$ cat config.mk
export PLATFORM = sky130hd
export DESIGN_NAME = burst_sram
export DESIGN_NICKNAME = d
export VERILOG_FILES = /design/src/rtl/burst_sram_pkg.sv /design/src/rtl/burst_sram_ctrl.sv /design/src/rtl/burst_sram_array.sv /design/src/rtl/burst_sram_out.sv /design/src/rtl/burst_sram.sv
export SDC_FILE = /design/constraint.sdc
export NUM_CORES = 2
export LEC_CHECK = 0
export CAP_MARGIN = 20
export CORE_MARGIN = 1
export CORE_UTILIZATION = 33
export CTS_BUF_LIST = sky130_fd_sc_hd__clkbuf_8 sky130_fd_sc_hd__clkbuf_16
export CTS_CLUSTER_SIZE = 16
export DETAILED_ROUTE_END_ITERATION = 12
export DONT_BUFFER_PORTS = 1
export GPL_TIMING_DRIVEN = 0
export PLACE_DENSITY = 0.49
export SYNTH_ARGS = -nofsm -noshare
export SYNTH_HDL_FRONTEND = slang
export SYNTH_SLANG_ARGS = --single-unit
$ cat constraint.sdc
create_clock -name clk -period 5.6 [get_ports clk]
set_input_delay 1.12 -clock clk [delete_from_list [all_inputs] [get_ports clk]]
set_output_delay 1.12 -clock clk [all_outputs]
set_load 0.01 [all_outputs]
$ cat src/rtl/burst_sram_pkg.sv
package burst_sram_pkg;

  typedef logic [1:0] beat_t;

  // low address bits of beat n for a given start offset and ordering
  function automatic beat_t beat_low(input beat_t start, input beat_t n,
                                     input logic ileave);
    beat_t r;
    if (ileave) r = start ^ n;
    else        r = start + n;
    return r;
  endfunction

endpackage

$ cat src/rtl/burst_sram_ctrl.sv
module burst_sram_ctrl
  import burst_sram_pkg::*;
#(
  parameter int ADDR_W = 6,
  parameter int LANES  = 4,
  parameter int LANE_W = 9
) (
  input  logic                    clk,
  input  logic                    rst,
  input  logic                    sleep,
  input  logic                    ce_n,
  input  logic                    cs_hi,
  input  logic                    cs_n,
  input  logic                    strobe_cpu_n,
  input  logic                    strobe_ctl_n,
  input  logic                    adv_n,
  input  logic                    ileave,
  input  logic                    gw_n,
  input  logic                    bwe_n,
  input  logic [LANES-1:0]        bsel_n,
  input  logic [ADDR_W-1:0]       addr,
  input  logic [LANES*LANE_W-1:0] wdata,
  output logic                    s1_valid,
  output logic [LANES-1:0]        s1_mask,
  output logic [ADDR_W-1:0]       s1_addr,
  output logic [LANES*LANE_W-1:0] s1_wdata,
  output logic [ADDR_W-1:0]       base_q,
  output beat_t                   cnt_q
);
  localparam int W    = LANES * LANE_W;
  localparam int HI_W = ADDR_W - 2;

  logic              strobe;
  logic              sel_q, sel_d;
  logic [ADDR_W-1:0] base_d;
  beat_t             cnt_d;
  logic [ADDR_W-1:0] acc_addr;
  logic [LANES-1:0]  mask_d;

  // controller strobe always loads; processor strobe needs chip enable
  assign strobe = !strobe_ctl_n || (!strobe_cpu_n && !ce_n);

  always_comb begin
    base_d = base_q;
    cnt_d  = cnt_q;
    sel_d  = sel_q;
    if (strobe) begin
      base_d = addr;
      cnt_d  = '0;
      sel_d  = !ce_n && cs_hi && !cs_n;
    end else if (!adv_n) begin
      cnt_d = cnt_q + 2'd1;
    end
  end

  assign acc_addr = {base_d[ADDR_W-1 -: HI_W],
                     beat_low(base_d[1:0], cnt_d, ileave)};

  for (genvar l = 0; l < LANES; l++) begin : g_lane_mask
    assign mask_d[l] = !gw_n || (!bwe_n && !bsel_n[l]);
  end

  always_ff @(posedge clk) begin
    if (rst) begin
      sel_q    <= 1'b0;
      base_q   <= '0;
      cnt_q    <= '0;
      s1_valid <= 1'b0;
      s1_mask  <= '0;
      s1_addr  <= '0;
      s1_wdata <= '0;
    end else if (sleep) begin
      s1_valid <= 1'b0;
      s1_mask  <= '0;
    end else begin
      sel_q    <= sel_d;
      base_q   <= base_d;
      cnt_q    <= cnt_d;
      s1_valid <= sel_d;
      s1_mask  <= sel_d ? mask_d : '0;
      s1_addr  <= acc_addr;
      s1_wdata <= wdata;
    end
  end

  logic unused_w;
  assign unused_w = ^{W{1'b0}};
endmodule

$ cat src/rtl/burst_sram_array.sv
module burst_sram_array #(
  parameter int ADDR_W = 6,
  parameter int LANES  = 4,
  parameter int LANE_W = 9
) (
  input  logic                    clk,
  input  logic [LANES-1:0]        we_mask,
  input  logic                    rd_en,
  input  logic [ADDR_W-1:0]       addr,
  input  logic [LANES*LANE_W-1:0] wdata,
  output logic [LANES*LANE_W-1:0] rdata_q
);
  localparam int W     = LANES * LANE_W;
  localparam int DEPTH = 1 << ADDR_W;

  logic [W-1:0] mem [DEPTH];

  // lane-enabled write and registered read, one port
  always_ff @(posedge clk) begin
    for (int l = 0; l < LANES; l++) begin
      if (we_mask[l]) mem[addr][l*LANE_W +: LANE_W] <= wdata[l*LANE_W +: LANE_W];
    end
    if (rd_en) rdata_q <= mem[addr];
  end
endmodule

$ cat src/rtl/burst_sram_out.sv
module burst_sram_out (
  input  logic clk,
  input  logic rst,
  input  logic rd_valid,
  input  logic oe_n,
  output logic q_en,
  output logic rdata_oe
);
  always_ff @(posedge clk) begin
    if (rst) q_en <= 1'b0;
    else     q_en <= rd_valid;
  end

  assign rdata_oe = q_en && !oe_n;
endmodule

$ cat src/rtl/burst_sram.sv
module burst_sram
  import burst_sram_pkg::*;
#(
  parameter int ADDR_W = 6,
  parameter int LANES  = 4,
  parameter int LANE_W = 9
) (
  input  logic                    clk,
  input  logic                    rst,
  input  logic                    sleep,
  input  logic                    ce_n,
  input  logic                    cs_hi,
  input  logic                    cs_n,
  input  logic                    strobe_cpu_n,
  input  logic                    strobe_ctl_n,
  input  logic                    adv_n,
  input  logic                    ileave,
  input  logic                    gw_n,
  input  logic                    bwe_n,
  input  logic [LANES-1:0]        bsel_n,
  input  logic                    oe_n,
  input  logic [ADDR_W-1:0]       addr,
  input  logic [LANES*LANE_W-1:0] wdata,
  output logic [LANES*LANE_W-1:0] rdata,
  output logic                    rdata_oe
);
  localparam int W = LANES * LANE_W;

  logic              s1_valid;
  logic [LANES-1:0]  s1_mask;
  logic [ADDR_W-1:0] s1_addr;
  logic [W-1:0]      s1_wdata;
  logic [ADDR_W-1:0] base_q;
  beat_t             cnt_q;
  logic              s1_rd;
  logic              q_en;

  burst_sram_ctrl #(.ADDR_W(ADDR_W), .LANES(LANES), .LANE_W(LANE_W)) u_ctrl (
    .clk(clk), .rst(rst), .sleep(sleep), .ce_n(ce_n), .cs_hi(cs_hi), .cs_n(cs_n),
    .strobe_cpu_n(strobe_cpu_n), .strobe_ctl_n(strobe_ctl_n), .adv_n(adv_n),
    .ileave(ileave), .gw_n(gw_n), .bwe_n(bwe_n), .bsel_n(bsel_n), .addr(addr),
    .wdata(wdata), .s1_valid(s1_valid), .s1_mask(s1_mask), .s1_addr(s1_addr),
    .s1_wdata(s1_wdata), .base_q(base_q), .cnt_q(cnt_q)
  );

  assign s1_rd = s1_valid && (s1_mask == '0);

  burst_sram_array #(.ADDR_W(ADDR_W), .LANES(LANES), .LANE_W(LANE_W)) u_array (
    .clk(clk), .we_mask(s1_mask), .rd_en(s1_rd), .addr(s1_addr),
    .wdata(s1_wdata), .rdata_q(rdata)
  );

  burst_sram_out u_out (
    .clk(clk), .rst(rst), .rd_valid(s1_rd), .oe_n(oe_n),
    .q_en(q_en), .rdata_oe(rdata_oe)
  );
endmodule

==> metrics.txt <==
outcome=finished clean; GR Overflow Total=0; Layout area overhead=16.7%; CP arrival=5.84 ns; HP Class=in2reg; # rows=193; Starting Density=between 30% and 40%; post-layout util=38.8%; DR WL/cell=approximately 38 um; CP Class=reg2reg; CTS clock-pin slew for the worst setup and hold paths=0.06 ns; CTS Buf Count=272; worst slew margin relative to its limit=5.13%; area of the mapped netlist=91900 um^2; min Tclk post-route=5.41 ns; # port buffers=0; die width=530 um; Comb pwr share=7.5%; # hold bufs at CTS=0; number of max-cap violations=0; P_sw=between 9000 and 10000 uW; P per Cell Area=375 nW/um^2; CP peak stage delay=0.91 ns; clock root cell=clkbuf_16; worst slew pin tran=1.42 ns; Mapped Avg Cell Area=17.4 um^2; Mapped Cells=5274; CTS sink cnt=between 2000 and 2500; Clk network pwr share=between 40% and 50%; number of flops mapped to enable cells by yosys=about 2300; Die H=530 um; final setup vio count=0; Cell variety after synth=63; area of the die=between 200000 and 300000 um^2; GP Congestion=1.05; peak fanout along the critical path=10; Main synth FF type=edfxtp_1; # H-tree levels=5; Int Power=30500 uW; CTS tree=built; routed vias=55400; FF+latch count, synth=2393; Net Sw Frac=24.3%; post-synthesis sequential area ratio=77.6%; Reg power frac=49.5%; syn_nets=5334; setup repair bufs after CTS=0; LEAKAGE=0.0328 uW; DP HPWL=268 mm; DRT antenna net count=0; Post-CTS Resized=0; initial antenna violation count=50; first-pass GRT wire length=482 mm; Vias per Instance=roughly 5.7; layout cells sized above 1=between 15 and 20%; Post-synth ARST share=0%; Final nets=5745; I/O pins=96; R2R depth=9; slowest cell on the critical path=buf_1; Pre-Repair DR Iteration Count=6; highest-count cells in the layout ignoring fill and taps=edfxtp_1, a22oi_1, nor2_1; max frequency=185 MHz; Period Utilization, post-route=96.6%; Fin. Hold Viols=0; setup tns final=0 ns; crit-path cells=buf_6 > buf_6 > buf_4 > buf_2 > buf_2 > buf_1 > a21oi_1 > o21ai_0 > nand4_1; CP endpoint kind=flip-flop; commonest non-fill, non-tap cell in the layout=edfxtp_1; Longest Clk Path Bufs=4; clk_skew=approximately 0.073 ns; via count of the first global-routing pass=53500; Startpoint Class=flip-flop; Clk Latency, worst-skew pair=0.88 ns; Ys Warns=0; DRT iter0 DRCs=8669; Req. time, crit path=6.03 ns; drt total wl=367 mm; worst vdd ir=0.286 mV; Global Route Usage Sum=25.7%; largest net degree at the start of global routing=66; max-slew violations=0; RSZ-0062 raised after global routing=false; core outline area=277000 um^2; drt drc=0; hold path cells=1
-- registers in the layout, indices dropped and copies added (netlist names) --
| signal | cells |
|---|---|
| u_ctrl.s1_addr | 3 |
| u_ctrl.s1_wdata | 36 |
| u_ctrl.sel_q | 1 |
| u_ctrl.cnt_q | 2 |
| u_ctrl.base_q | 5 |
| u_array.mem | 2304 |
| u_ctrl.s1_valid | 1 |
| u_out.q_en | 1 |
| u_ctrl.s1_mask | 4 |
| u_array.rdata_q | 36 |
-- cell families after synthesis --
| kind of cell | Yosys count | synth area share, % |
|---|---|---|
| flip-flops | 2393 | 77.6 |
| AO/OA/AOI/OAI | 1267 | 9.78 |
| AND/OR/NAND/NOR | 769 | 3.71 |
| multiplexers | 442 | 6.76 |
| buffers and inverters | 398 | 2.10 |
| XOR/XNOR | 4 | 0.0381 |
| adder cells (fa/ha/maj) | 1 | 0.0136 |
-- layout make-up --
| class | instances | area, um^2 |
|---|---|---|
| Tap cell | 3705 | 4640 |
| Clock inverter | 184 | 1390 |
| Sequential cell | 2393 | 71400 |
| Multi-Input combinational cell | 2483 | 18700 |
| Timing Repair Buffer | 137 | 1950 |
| Fill cell | 25600 | 169000 |
| Antenna cell | 55 | 138 |
| Clock buffer | 284 | 7080 |
| Buffer | 380 | 1880 |
| Inverter | 18 | 70.1 |
-- cells in the mapped netlist (3+ instances only) --
master / instances / share of area (%)
o2bb2ai_1: 18 / 0.17
o21ai_1: 8 / 0.044
a211oi_1: 75 / 0.61
nand3_1: 6 / 0.033
a221o_1: 15 / 0.16
edfxtp_1: 2340 / 76
buf_2: 151 / 0.82
a32oi_1: 4 / 0.038
o221ai_1: 6 / 0.057
mux2_2: 54 / 0.66
or3_1: 18 / 0.12
o21ai_0: 172 / 0.94
or4_1: 15 / 0.12
o211ai_1: 49 / 0.40
nand3b_1: 32 / 0.26
and2_1: 9 / 0.061
buf_4: 21 / 0.17
nor2_1: 373 / 1.5
a22o_1: 51 / 0.49
nand4_1: 4 / 0.027
mux2i_1: 250 / 2.7
clkbuf_1: 164 / 0.67
a222oi_1: 17 / 0.19
nand2b_1: 10 / 0.068
buf_1: 22 / 0.090
nor4_1: 3 / 0.020
o22ai_1: 164 / 1.1
a22oi_1: 441 / 3.6
buf_6: 21 / 0.26
nor3_1: 71 / 0.39
inv_1: 17 / 0.069
nor2b_1: 32 / 0.22
and3_1: 3 / 0.020
a21oi_1: 88 / 0.48
a31oi_1: 8 / 0.054
dfxtp_1: 53 / 1.2
mux4_2: 138 / 3.4
a221oi_1: 138 / 1.3
nand2_1: 181 / 0.74
-- routing by layer --
metal	vias to the layer above	track usage [%]	routed length, um
li1	22400	-	-
met1	29300	34.8	149000
met2	3047	39.3	164000
met3	615	5.53	34400
met4	7	12.5	19500
met5	-	0	73
-- worst max-delay path: cells and delay by family, from the launching register on --
family	cells	cell delay, ns
AND/OR/NAND/NOR	1	0.58
flip-flops	1	0.45
AO/OA/AOI/OAI	2	0.89
buffers and inverters	6	2.98
-- power by group through the flow --
stage | Clock, uW | Combinational (uW) | Sequential (uW)
finish | 17300 | 3040 | 19900
global route | 18100 | 3060 | 19900
CTS | 17400 | 2960 | 19900
detailed placement | 0 | 2960 | 20300
global placement | 0 | 2610 | 20600
floorplan | 0 | 1240 | 20200
-- per-stage QoR --
stage	std cells	worst slack [ns]	instance area, um^2	total power (uW)	hold slack, ns
final	9639	0.190	107000	40300	0.400
after global routing	9627	0.436	107000	41100	0.393
after CTS	9558	0.412	107000	40300	0.350
after detailed placement	9090	0.395	98400	23300	0.454
after global placement	8979	-0.565	96600	23200	0.451
after floorplan	5274	3.16	91900	21500	0.432
-- worst paths after layout --
check                          from                 end  slack [ns]
hold reg to reg        u_ctrl.sel_q        u_ctrl.sel_q        0.47
setup / recovery  u_ctrl.s1_addr[0]  u_array.rdata_q[2]        0.19
setup reg to reg  u_ctrl.s1_addr[0]  u_array.rdata_q[2]        0.19
hold / removal                  rst     u_ctrl.s1_valid        0.40
(Power assumes the default switching activity.)
